--- src/rtl/mfm_enc_pkg.sv ---
// Shared constants and the byte-source type for the MFM encoder.
package mfm_enc_pkg;
    localparam int          BYTE_W    = 8;
    localparam logic [7:0]  MARK_BYTE = 8'hA1;
    // LSB-based index of the mark bit whose clock transition is left out
    localparam int          MISS_IDX  = 2;

    typedef enum logic [1:0] {
        SRC_FILL,
        SRC_PRE,
        SRC_MARK,
        SRC_DATA
    } src_e;
endpackage

--- src/rtl/mfm_byte_sched.sv ---
// Chooses the byte the serializer loads at each byte boundary.
// Order of precedence: an armed or running sync sequence (preamble
// zeros, then marks), then the held data byte, then zero fill.
// Assumes take pulses for one cycle at the boundary where next_* is loaded.
module mfm_byte_sched
    import mfm_enc_pkg::*;
#(
    parameter int PRE_BYTES = 12,
    parameter int MARKS     = 1
) (
    input  logic              clk,
    input  logic              rst_n,
    input  logic              take,
    input  logic              sync_req,
    input  logic [BYTE_W-1:0] in_data,
    input  logic              in_valid,
    output logic              in_ready,
    output logic              sync_busy,
    output logic [BYTE_W-1:0] next_byte,
    output src_e              next_src
);
    localparam int SEQ_LEN = PRE_BYTES + MARKS;
    localparam int CNT_W   = $clog2(SEQ_LEN + 1);

    logic              sync_pend;
    logic              seq_act;
    logic              seq_go;
    logic [CNT_W-1:0]  seq_cnt;
    logic [CNT_W-1:0]  seq_idx;
    logic [CNT_W-1:0]  seq_nxt;
    logic              hold_full;
    logic [BYTE_W-1:0] hold_q;

    assign seq_go    = seq_act | sync_pend;
    assign seq_idx   = seq_act ? seq_cnt : '0;
    assign seq_nxt   = seq_idx + 1'b1;
    assign in_ready  = !hold_full;
    assign sync_busy = seq_go;

    // Select the source and value of the next byte
    always_comb begin
        if (seq_go) begin
            if (seq_idx < CNT_W'(PRE_BYTES)) begin
                next_src  = SRC_PRE;
                next_byte = '0;
            end else begin
                next_src  = SRC_MARK;
                next_byte = MARK_BYTE;
            end
        end else if (hold_full) begin
            next_src  = SRC_DATA;
            next_byte = hold_q;
        end else begin
            next_src  = SRC_FILL;
            next_byte = '0;
        end
    end

    // Arm on request and step through the preamble and mark sequence
    always_ff @(posedge clk) begin
        if (!rst_n) begin
            sync_pend <= 1'b0;
            seq_act   <= 1'b0;
            seq_cnt   <= '0;
        end else begin
            if (sync_req && !seq_go) begin
                sync_pend <= 1'b1;
            end
            if (take && seq_go) begin
                sync_pend <= 1'b0;
                if (seq_nxt == CNT_W'(SEQ_LEN)) begin
                    seq_act <= 1'b0;
                    seq_cnt <= '0;
                end else begin
                    seq_act <= 1'b1;
                    seq_cnt <= seq_nxt;
                end
            end
        end
    end

    // One-byte holding stage behind the valid/ready handshake
    always_ff @(posedge clk) begin
        if (!rst_n) begin
            hold_full <= 1'b0;
            hold_q    <= '0;
        end else if (in_valid && !hold_full) begin
            hold_full <= 1'b1;
            hold_q    <= in_data;
        end else if (take && next_src == SRC_DATA) begin
            hold_full <= 1'b0;
        end
    end

    a_r7_ready_drops: assert property (@(posedge clk) disable iff (!rst_n)
        (in_valid && in_ready) |=> !in_ready);

    a_r5_request_arms: assert property (@(posedge clk) disable iff (!rst_n)
        (sync_req && !sync_busy) |=> sync_busy);

    a_r5_held_data_waits: assert property (@(posedge clk) disable iff (!rst_n)
        (take && sync_busy) |=> !in_ready || $past(in_ready));
endmodule

--- src/rtl/mfm_serializer.sv ---
// Shifts the current byte out MSB first, two half-cells per bit.
// take marks the last half-cell of a byte, where the next byte is loaded.
// Assumes the scheduler presents a valid next byte on every cycle.
module mfm_serializer
    import mfm_enc_pkg::*;
(
    input  logic              clk,
    input  logic              rst_n,
    input  logic              cell_en,
    input  logic [BYTE_W-1:0] next_byte,
    input  src_e              next_src,
    output logic              take,
    output logic              cur_bit,
    output logic              half,
    output logic              clk_suppress
);
    localparam int CNT_W    = $clog2(BYTE_W);
    localparam int LAST_BIT = BYTE_W - 1;
    localparam int MISS_POS = BYTE_W - 1 - MISS_IDX;

    logic [BYTE_W-1:0] sh_q;
    logic [CNT_W-1:0]  bit_cnt;
    logic              is_mark;

    assign cur_bit      = sh_q[BYTE_W-1];
    assign take         = cell_en && half && (bit_cnt == CNT_W'(LAST_BIT));
    assign clk_suppress = is_mark && (bit_cnt == CNT_W'(MISS_POS));

    // Advance through clock half, data half, and the bit and byte positions
    always_ff @(posedge clk) begin
        if (!rst_n) begin
            sh_q    <= '0;
            bit_cnt <= '0;
            half    <= 1'b0;
            is_mark <= 1'b0;
        end else if (cell_en) begin
            if (!half) begin
                half <= 1'b1;
            end else begin
                half <= 1'b0;
                if (bit_cnt == CNT_W'(LAST_BIT)) begin
                    sh_q    <= next_byte;
                    bit_cnt <= '0;
                    is_mark <= (next_src == SRC_MARK);
                end else begin
                    sh_q    <= {sh_q[BYTE_W-2:0], 1'b0};
                    bit_cnt <= bit_cnt + 1'b1;
                end
            end
        end
    end
endmodule

--- src/rtl/mfm_cell_coder.sv ---
// Applies the MFM clock rule and registers the channel half-cell.
// Keeps the last data bit across all byte boundaries; its reset value is 0.
// Assumes half alternates on each cell_en and cur_bit holds across a bit.
module mfm_cell_coder (
    input  logic clk,
    input  logic rst_n,
    input  logic cell_en,
    input  logic half,
    input  logic cur_bit,
    input  logic clk_suppress,
    output logic cell_out,
    output logic cell_dphase
);
    logic prev_bit;
    logic [2:0] zero_run;
    logic cell_d;

    // Value of the half-cell about to be written
    always_comb begin
        if (half) cell_d = cur_bit;
        else      cell_d = !cur_bit && !prev_bit && !clk_suppress;
    end

    // Register the half-cell and remember the last data bit
    always_ff @(posedge clk) begin
        if (!rst_n) begin
            cell_out    <= 1'b0;
            cell_dphase <= 1'b1;
            prev_bit    <= 1'b0;
        end else if (cell_en) begin
            cell_out    <= cell_d;
            cell_dphase <= half;
            if (half) prev_bit <= cur_bit;
        end
    end

    // Count empty half-cells written since the last transition
    always_ff @(posedge clk) begin
        if (!rst_n) begin
            zero_run <= 3'd0;
        end else if (cell_en) begin
            if (cell_d)                 zero_run <= 3'd0;
            else if (zero_run != 3'd7)  zero_run <= zero_run + 3'd1;
        end
    end

    a_r10_no_adjacent: assert property (@(posedge clk) disable iff (!rst_n)
        (cell_en && cell_out) |=> !cell_out);

    a_r10_max_gap: assert property (@(posedge clk) disable iff (!rst_n)
        zero_run <= 3'd3);

    a_r8_hold: assert property (@(posedge clk) disable iff (!rst_n)
        !cell_en |=> ($stable(cell_out) && $stable(cell_dphase)));

    a_r8_to_data: assert property (@(posedge clk) disable iff (!rst_n)
        (cell_en && !cell_dphase) |=> cell_dphase);

    a_r8_to_clock: assert property (@(posedge clk) disable iff (!rst_n)
        (cell_en && cell_dphase) |=> !cell_dphase);

    a_r6_gap_in_zero_run: assert property (@(posedge clk) disable iff (!rst_n)
        (cell_en && !half && clk_suppress) |-> (!cur_bit && !prev_bit));
endmodule

--- src/rtl/mfm_sync_encoder.sv ---
// Top of the MFM write-channel encoder. Bytes come in through a one-byte
// holding stage, are serialized MSB first and coded into half-cells.
// A sync request inserts PRE_BYTES zero bytes and MARKS address marks.
// Assumes PRE_BYTES + MARKS >= 1 and that cell_en is a single-cycle tick.
module mfm_sync_encoder
    import mfm_enc_pkg::*;
#(
    parameter int PRE_BYTES = 12,
    parameter int MARKS     = 1
) (
    input  logic       clk,
    input  logic       rst_n,
    input  logic       cell_en,
    input  logic       sync_req,
    input  logic [7:0] in_data,
    input  logic       in_valid,
    output logic       in_ready,
    output logic       sync_busy,
    output logic       cell_out,
    output logic       cell_dphase
);
    logic              take;
    logic              cur_bit;
    logic              half;
    logic              clk_suppress;
    logic [BYTE_W-1:0] next_byte;
    src_e              next_src;

    mfm_byte_sched #(
        .PRE_BYTES (PRE_BYTES),
        .MARKS     (MARKS)
    ) u_sched (
        .clk       (clk),
        .rst_n     (rst_n),
        .take      (take),
        .sync_req  (sync_req),
        .in_data   (in_data),
        .in_valid  (in_valid),
        .in_ready  (in_ready),
        .sync_busy (sync_busy),
        .next_byte (next_byte),
        .next_src  (next_src)
    );

    mfm_serializer u_ser (
        .clk          (clk),
        .rst_n        (rst_n),
        .cell_en      (cell_en),
        .next_byte    (next_byte),
        .next_src     (next_src),
        .take         (take),
        .cur_bit      (cur_bit),
        .half         (half),
        .clk_suppress (clk_suppress)
    );

    mfm_cell_coder u_coder (
        .clk          (clk),
        .rst_n        (rst_n),
        .cell_en      (cell_en),
        .half         (half),
        .cur_bit      (cur_bit),
        .clk_suppress (clk_suppress),
        .cell_out     (cell_out),
        .cell_dphase  (cell_dphase)
    );

    a_r11_busy_while_sequencing: assert property (@(posedge clk) disable iff (!rst_n)
        (sync_busy && !take) |=> sync_busy);
endmodule

--- config.mk ---
export PLATFORM = sky130hd
export DESIGN_NAME = mfm_sync_encoder
export DESIGN_NICKNAME = d
export VERILOG_FILES = /design/src/rtl/mfm_enc_pkg.sv /design/src/rtl/mfm_byte_sched.sv /design/src/rtl/mfm_serializer.sv /design/src/rtl/mfm_cell_coder.sv /design/src/rtl/mfm_sync_encoder.sv
export SDC_FILE = /design/constraint.sdc
export NUM_CORES = 1
export LEC_CHECK = 0
export ABC_AREA = 1
export CELL_PAD_IN_SITES_DETAIL_PLACEMENT = 2
export CELL_PAD_IN_SITES_GLOBAL_PLACEMENT = 2
export CORE_MARGIN = 2
export CORE_UTILIZATION = 36
export DETAILED_ROUTE_END_ITERATION = 16
export DONT_BUFFER_PORTS = 1
export GPL_TIMING_DRIVEN = 0
export PLACE_DENSITY = 0.87
export SYNTH_ARGS = -nofsm -noshare
export SYNTH_HDL_FRONTEND = slang
export SYNTH_HIERARCHICAL = 1
export SYNTH_SLANG_ARGS = --single-unit
--- constraint.sdc ---
create_clock -name clk -period 3.9 [get_ports clk]
set_clock_uncertainty 0.15 [all_clocks]
set_input_delay 0.78 -clock clk [delete_from_list [all_inputs] [get_ports clk]]
set_output_delay 0.78 -clock clk [all_outputs]
set_load 0.005 [all_outputs]
==> results of run 1 <==
## cell type report
type,count,area share
inverters,33,0.07586
clock inverters,1,0.003065
plain buffers,3,0.009962
flip-flops and latches,31,0.3801
multi-input cells,154,0.4460
well taps,50,0.03831
clock buffers,7,0.04674
## worst min path at each step
| stage | startpoint | end | depth (start not counted) |
|---|---|---|---|
| 5_1_grt | u_ser/sh_q[2] | u_ser/sh_q[2] | 2 |
| 3_5_place_dp | u_ser/sh_q[2] | u_ser/sh_q[2] | 2 |
| 4_1_cts | u_ser/sh_q[3] | u_ser/sh_q[3] | 2 |
| 6_report | u_ser/sh_q[3] | u_ser/sh_q[3] | 2 |
| 2_1_floorplan | u_ser/sh_q[1] | u_ser/sh_q[1] | 2 |
| 3_3_place_gp | u_ser/sh_q[6] | u_ser/sh_q[6] | 2 |
## cell families (layout without fill, tap and decap cells)
kind of cell | Yosys count | in the layout
simple gates | 114 | 114
buf+inv | 36 | 44
compound gates | 34 | 34
flops | 31 | 31
fa+ha+maj | 6 | 6
## report_power, final
| group | switching (mW) | leakage, nW | internal (mW) | total [mW] |
|---|---|---|---|---|
| logic | 0.0293 | 0.463 | 0.0133 | 0.0426 |
| clock network | 0.117 | 0.0422 | 0.125 | 0.242 |
| registers | 0.00722 | 0.253 | 0.328 | 0.335 |
| total | 0.153 | 0.758 | 0.466 | 0.620 |
## metrics by stage
| stage | hold slack (ps) | utilization | area (um2) |
|---|---|---|---|
| finish | 302.3 | 0.4082 | 1633 |
| global route | 324.4 | 0.4082 | 1633 |
| CTS | 310.2 | 0.4082 | 1633 |
| detailed placement | 298.1 | 0.3879 | 1551 |
| global placement | 289.4 | 0.3879 | 1551 |
| floorplan | 275.9 | - | 1489 |
## metal layers
layer / track usage / up-vias / wire, um
met4: 0.08000 / 0 / 61
li1: - / 694 / -
met3: 0.04934 / 7 / 87
met1: 0.2272 / 620 / 1838
met5: 0 / - / 0
met2: 0.3046 / 14 / 1792
## flip-flops by register name, indices dropped and copies added, names as in the netlist
name,count
u_sched/hold_q,8
u_ser/bit_cnt,3
u_coder/cell_out,1
u_sched/seq_act,1
u_sched/hold_full,1
u_ser/is_mark,1
u_sched/sync_pend,1
u_coder/prev_bit,1
u_sched/seq_cnt,4
u_ser/sh_q,8
u_ser/half,1
u_coder/cell_dphase,1
## worst max-delay path: cells and delay by family, from the launching register on
family                 cells  cell delay, ps
buffers and inverters      1             200
and+or+nand+nor            1             360
DFF                        1             400
## Yosys cell counts
cell type  instances  area [um2]
nand3_1            8       40.04
dfxtp_1           31       620.6
clkbuf_1           1       3.750
nor2_1            36       135.1
inv_1             30       112.6
buf_2              1       5.000
a21oi_1            5       25.02
nand3_2            1       10.01
nor2_4             1       11.26
o21ai_1            2       10.01
ha_1               6       75.07
o21ai_2            1       8.760
o21ai_0           21       105.1
o22ai_1            1       6.260
nand2_2            3       18.77
nand2_1           62       232.7
nor2_2             3       18.77
o21a_1             3       22.52
inv_2              3       11.26
buf_4              1       7.510
a21oi_2            1       8.760
==> metrics.cfg, run 1 <==
[yosys]
yosys_warnings=6
syn_nets=240
ys_types=21
synth.area.mux_share=0
synth-simple-area-share=0.3134
ys_seq_area_frac=0.4168
synth-xor-area-share=0
netlist_area_um2=1489
synth_top_family_by_area=simple AND/OR/NAND/NOR gates
synthAdderAreaFrac=0.05042
avgSynthCellArea_um2=6.737
synth-seq-cells=31
netlist_instances=221
synth_compound_area_frac=0.1252

[clocking]
post_cts_resized=0
cts_tree=built
cts_setup_buffers=0
cts_root_buf=clkbuf_8
cts_buffers=5
cts_sinks=31
cts_buffer_depth=2
h-tree-depth=2
hold_buffers=0
clkSlewWorstSetupHoldPaths_ps=70
clock_latency_ps=280

[status]
status=complete, no violations

[timing]
rsz0062_at_grt=no
finalHoldViolations=0
slew_headroom=0.7320
finalCriticalPeriod_ps=2170
fin_crit_sh=0.5565
setup_viol=0
max_freq_mhz=460.7
maxSlewViolCount=0
setup_slack_ps=1730
setup_tns_ps=0
tightest_slew_ps=402.1

[setup_path]
startpoint_type=flip-flop
crit_start=u_sched/seq_act
reg2reg_slack_ps=2050
crit_required_ps=2970
worstRegToRegCells=9
critical-path-slowest-cell=dfxtp_1
critPathMaxStageDelay_ps=400
worst_ep_arrival_time_ps=1240
endpoint_kind=output pin
path_cells=nor2_1 -> inv_1
regToRegStartpoint=u_ser/bit_cnt[0]
critical_path_class=flip-flop to output pin
path_max_fanout=7
reg2reg_to=u_sched/seq_cnt[2]
crit_end=sync_busy

[global_route]
grt_antenna_before_repair=0
first_global_vias=1362
gr-usage-all-layers=0.1855
grt_max_degree=13
grt_pass1_wl_um=6299
overflow=0

[place]
gp_congestion=0.7013
placed_cells=271
pre_cts_slack_ps=2019
placement.io_buffers=0
dp_hpwl_um=2928

[power_and_ir_drop]
p_per_area_nw_per_um2=379.6
power.leakage_nw=0.7582
finalPower_uw=619.8
ir_worst_vdd_v=0.0001845

[cells_and_area]
diodes=0
final_nets=247
synthToLayoutAreaGrowth_pct=9.664
mostFrequentLayoutCells=62 x nand2_1, 36 x nor2_1, 31 x dfxtp_1, 30 x inv_1, 21 x o21ai_0
drive_gt1_frac=0.09170
filler_cell_count=498
fin_cells=279
seqCellArea_um2=620.6
multi_input_area_um2=728.2
final_common_cell=nand2_1

[route]
wl_per_cell_um=13.55
drt_wl_total_um=3780
vias=1335
vias_per_cell=4.785
drc=0
drt_iter0_drc=55
drtAntennaViolNets=0
dr.pass1.iters=4

[floorplan]
core_area_um2=4000
io_pins=17
die-area_um2=4666
fp.dieW_um=68.31
start_util=0.3722
die_h_um=68.31
rows=23

[run]
timing.max_cap.violations=0

[min_path]
hold_class=flip-flop to flip-flop

Power figures use the tool's default switching activity.
==> inputs of run 2 (changes only) <==
CORE_UTILIZATION = 34   (was 36)
PLACE_DENSITY = 0.83   (was 0.87)
clock period = 2.2 ns   (was 3.9 ns; I/O delays follow)
==> metrics.cfg, run 2 (synthesis results as in run 1) <==
[floorplan]
die_h_um=70.18  ; +2.7%
core_area_um2=4294  ; +7.4%
fp.dieW_um=70.18  ; +2.7%
io_pins=17  ; unchanged
die-area_um2=4925  ; +5.5%
start_util=0.3467  ; -0.02549
rows=24  ; +4.3%

[clocking]
cts_root_buf=clkbuf_8
hold_buffers=0  ; unchanged
h-tree-depth=2  ; unchanged
cts_sinks=31  ; unchanged
cts_buffer_depth=2  ; unchanged
cts_buffers=5  ; unchanged
post_cts_resized=0  ; unchanged
cts_tree=built
clkSlewWorstSetupHoldPaths_ps=60  ; about the same
clock_latency_ps=280  ; about the same
cts_setup_buffers=0  ; unchanged

[timing]
finalHoldViolations=0  ; unchanged
setup_viol=0  ; unchanged
setup_tns_ps=0  ; unchanged
finalCriticalPeriod_ps=1849
tightest_slew_ps=426.7  ; +24.69 ps
fin_crit_sh=0.8404
rsz0062_at_grt=no
max_freq_mhz=540.8
slew_headroom=0.7145  ; -0.01751
setup_slack_ps=351.0  ; -1379 ps
maxSlewViolCount=0  ; unchanged

[setup_path]
worst_ep_arrival_time_ps=1260  ; +20 ps
endpoint_kind=output pin
path_max_fanout=7  ; unchanged
critical_path_class=flip-flop to output pin
startpoint_type=flip-flop
crit_required_ps=1610  ; -1360 ps

[global_route]
grt_antenna_before_repair=0  ; unchanged
overflow=0  ; unchanged
grt_max_degree=13  ; unchanged
first_global_vias=1439  ; +5.7%
grt_pass1_wl_um=6555  ; +4.1%
gr-usage-all-layers=0.1679  ; -0.01758

[cells_and_area]
drive_gt1_frac=0.09649  ; +0.004788
mostFrequentLayoutCells=62 x nand2_1, 36 x nor2_1, 31 x dfxtp_1, 30 x inv_1, 21 x o21ai_0
reg.largest.list=u_sched/hold_q x8, u_ser/sh_q x8, u_sched/seq_cnt x4
diodes=0  ; unchanged
final_nets=247  ; unchanged
filler_cell_count=551  ; +11%
final_common_cell=nand2_1
synthToLayoutAreaGrowth_pct=10.25

[route]
drc=0  ; unchanged
dr.pass1.iters=4  ; unchanged
drtAntennaViolNets=0  ; unchanged
vias_per_cell=4.854  ; +1.4%
drt_wl_total_um=3774  ; -0.16%
drt_iter0_drc=50  ; -9.1%
wl_per_cell_um=13.48  ; -0.52%
vias=1359  ; +1.8%

[power_and_ir_drop]
power.leakage_nw=0.7630  ; +0.64%
ir_worst_vdd_v=0.0002375  ; +29%
p_per_area_nw_per_um2=680.7  ; +79%

[status]
status=complete, no violations

[place]
dp_hpwl_um=2762  ; -5.7%
gp_congestion=0.7041  ; +0.40%
placement.io_buffers=0  ; unchanged
pre_cts_slack_ps=354.6  ; -1664 ps

[min_path]
hold_class=input port to flip-flop

[run]
timing.max_cap.violations=0  ; unchanged

[run 2: worst paths after layout]
check                         from  cells past startpoint                   to  slack (ps)
hold / removal               rst_n                      1  u_coder/cell_dphase         100
setup / recovery   u_sched/seq_act                      2            sync_busy         350
setup reg to reg  u_ser/bit_cnt[0]                      9   u_sched/seq_cnt[2]         350
hold reg to reg      u_ser/sh_q[6]                      2        u_ser/sh_q[6]         310
[run 2: metrics by stage]
step | power, mW | util | instances | hold WS (ps) | instance area [um2]
final | 1.117 | 0.3823 | 280 | 99.74 | 1642
after global routing | 1.174 | 0.3823 | 280 | 100.1 | 1642
after CTS | 1.141 | 0.3823 | 280 | 95.48 | 1642
after detailed placement | 0.6843 | 0.3619 | 273 | 304.1 | 1554
after global placement | 0.6799 | 0.3619 | 273 | 291.0 | 1554
after floorplan | 0.6623 | - | 221 | 275.9 | 1489
[run 2: cell type report]
| type | instances | area (um2) | share of cell area |
|---|---|---|---|
| clock inverter | 1 | 5.005 | 0.003049 |
| multi-input combinational | 154 | 728.2 | 0.4436 |
| sequential | 31 | 620.6 | 0.3780 |
| buffer | 3 | 16.27 | 0.009909 |
| clock buffer | 6 | 82.58 | 0.05031 |
| tap | 52 | 65.06 | 0.03963 |
| inverter | 33 | 123.9 | 0.07546 |
[run 2: metal layers]
| metal | vias to the layer above | track usage | share of wire |
|---|---|---|---|
| met5 | - | 0 | 0 |
| met4 | 0 | 0.04915 | 0.0072 |
| met3 | 4 | 0.05339 | 0.041 |
| met2 | 20 | 0.2815 | 0.48 |
| met1 | 644 | 0.2063 | 0.47 |
| li1 | 691 | - | - |
[run 2: report_power, final]
group	internal [mW]	switching [mW]	leakage, nW	total [mW]
logic	0.0236	0.0512	0.463	0.0748
registers	0.582	0.0131	0.253	0.595
clock network	0.245	0.203	0.0470	0.448
total	0.850	0.267	0.763	1.12
[run 2: worst max-delay path: stages, from the launching register on]
cell and delay [ps]:
dfxtp_1 390, nor2_1 380, inv_1 210
==> inputs of run 3 (changes only) <==
clock period = 1.74 ns   (was 2.2 ns; I/O delays follow)
==> metrics.cfg, run 3 (synthesis results as in run 1) <==
[global_route]
grt_max_degree=13  ; unchanged
gr-usage-all-layers=0.1691  ; +0.001208
grt_pass1_wl_um=6610  ; +0.84%
overflow=0  ; unchanged
first_global_vias=1434  ; -0.35%
grt_antenna_before_repair=0  ; unchanged

[timing]
finalHoldViolations=0  ; unchanged
fin_crit_sh=0.9335
setup_slack_ps=115.8  ; -235.2 ps
setup_viol=0  ; unchanged
finalCriticalPeriod_ps=1624
maxSlewViolCount=0  ; unchanged
rsz0062_at_grt=no
max_freq_mhz=615.7
setup_tns_ps=0  ; unchanged
slew_headroom=0.7083  ; -0.006168
tightest_slew_ps=437.6  ; +10.83 ps

[floorplan]
start_util=0.3467  ; unchanged
io_pins=17  ; unchanged
core_area_um2=4294  ; unchanged
die_h_um=70.18  ; unchanged
die-area_um2=4925  ; unchanged
fp.dieW_um=70.18  ; unchanged
rows=24  ; unchanged

[status]
status=complete, no violations

[setup_path]
crit_required_ps=1240  ; -370 ps
crit_start=u_sched/seq_act
regToRegStartpoint=u_sched/seq_act
worst_ep_arrival_time_ps=1130  ; -130 ps
critical_path_class=flip-flop to output pin
path_max_fanout=7  ; unchanged
endpoint_kind=output pin
startpoint_type=flip-flop
reg2reg_slack_ps=120  ; -240 ps

[route]
drtAntennaViolNets=0  ; unchanged
vias=1353  ; -0.44%
drc=0  ; unchanged
drt_iter0_drc=57  ; +14%
vias_per_cell=4.832  ; -0.44%
dr.pass1.iters=4  ; unchanged
drt_wl_total_um=3780  ; +0.16%
wl_per_cell_um=13.50  ; +0.16%

[clocking]
clkSlewWorstSetupHoldPaths_ps=60  ; about the same
cts_buffers=5  ; unchanged
clock_latency_ps=280  ; about the same
cts_root_buf=clkbuf_8
hold_buffers=0  ; unchanged
cts_sinks=31  ; unchanged
h-tree-depth=2  ; unchanged
cts_buffer_depth=2  ; unchanged
cts_tree=built

[power_and_ir_drop]
power.leakage_nw=0.7598  ; -0.42%
ir_worst_vdd_v=0.0003019  ; +27%
p_per_area_nw_per_um2=839.3  ; +23%

[run]
timing.max_cap.violations=0  ; unchanged

[cells_and_area]
drive_gt1_frac=0.1316  ; +0.03509
reg.largest.list=u_sched/hold_q x8, u_ser/sh_q x8, u_sched/seq_cnt x4
mostFrequentLayoutCells=62 x nand2_1, 34 x nor2_1, 29 x inv_1, 29 x dfxtp_1, 21 x o21ai_0
synthToLayoutAreaGrowth_pct=13.28
post-route-util=0.3928  ; +0.01049
final_nets=247  ; unchanged
postLayoutCellArea_um2=1687  ; +2.7%
final_common_cell=nand2_1
diodes=0  ; unchanged

[min_path]
hold_start=rst_n
hold_class=input port to flip-flop

[place]
gp_congestion=0.7041  ; unchanged
dp_hpwl_um=2762  ; unchanged
placement.io_buffers=0  ; unchanged
pre_cts_slack_ps=-105.4  ; -460.0 ps
place_area_um2=1554  ; unchanged

run 3: cell count changes in the layout (fill, tap and decap cells not counted), moves of 2 or more:
cell	delta
dfxtp_1	-2
dfxtp_4	+2
ha_1	-2
nor2_1	-2
run 3: what timing repair did:
item,CTS,global route
pin swaps,0,1
buffers inserted,0,0
hold endpoints to repair,0,0
endpoints found under the setup margin,7,6
resized for setup,6,7
run 3: layer usage:
layer	global-route usage	wire [um]	up-vias
met3	0.05339	151	4
met1	0.2117	1804	640
met2	0.2794	1797	18
met4	0.04915	27	0
met5	0	0	-
li1	-	-	691
run 3: critical path: stages (launching register included):
cell and delay, ps:
dfxtp_4 370, nor2_2 290, inv_1 190
run 3: report_power, final:
part	switching (mW)	internal, mW	total (mW)
Combinational	0.0655	0.0303	0.0958
Clock	0.258	0.310	0.568
Sequential	0.0181	0.734	0.752
Total	0.342	1.07	1.42
run 3: final timing paths:
kind	to	depth (start not counted)
worst min-delay path	u_coder/cell_dphase	1
worst min register to register	u_ser/sh_q[6]	2
worst max-delay path	sync_busy	2
worst max register to register	u_sched/seq_cnt[2]	10
run 3: layout make-up:
cell class / instances / area (um2)
inverter: 33 / 123.9
tap: 52 / 65.06
fill: 545 / 2608
buffer: 3 / 16.27
multi-input combinational: 154 / 765.7
sequential: 31 / 628.1
clock inverter: 1 / 5.005
clock buffer: 6 / 82.58
run 3: through the flow:
stage | total power [mW] | hold WS, ps | cells
CTS | 1.444 | 3.484 | 280
finish | 1.416 | 8.746 | 280
detailed placement | 0.8652 | 293.8 | 273
global route | 1.487 | 8.063 | 280
floorplan | 0.8374 | 275.9 | 221
global placement | 0.8597 | 286.5 | 273
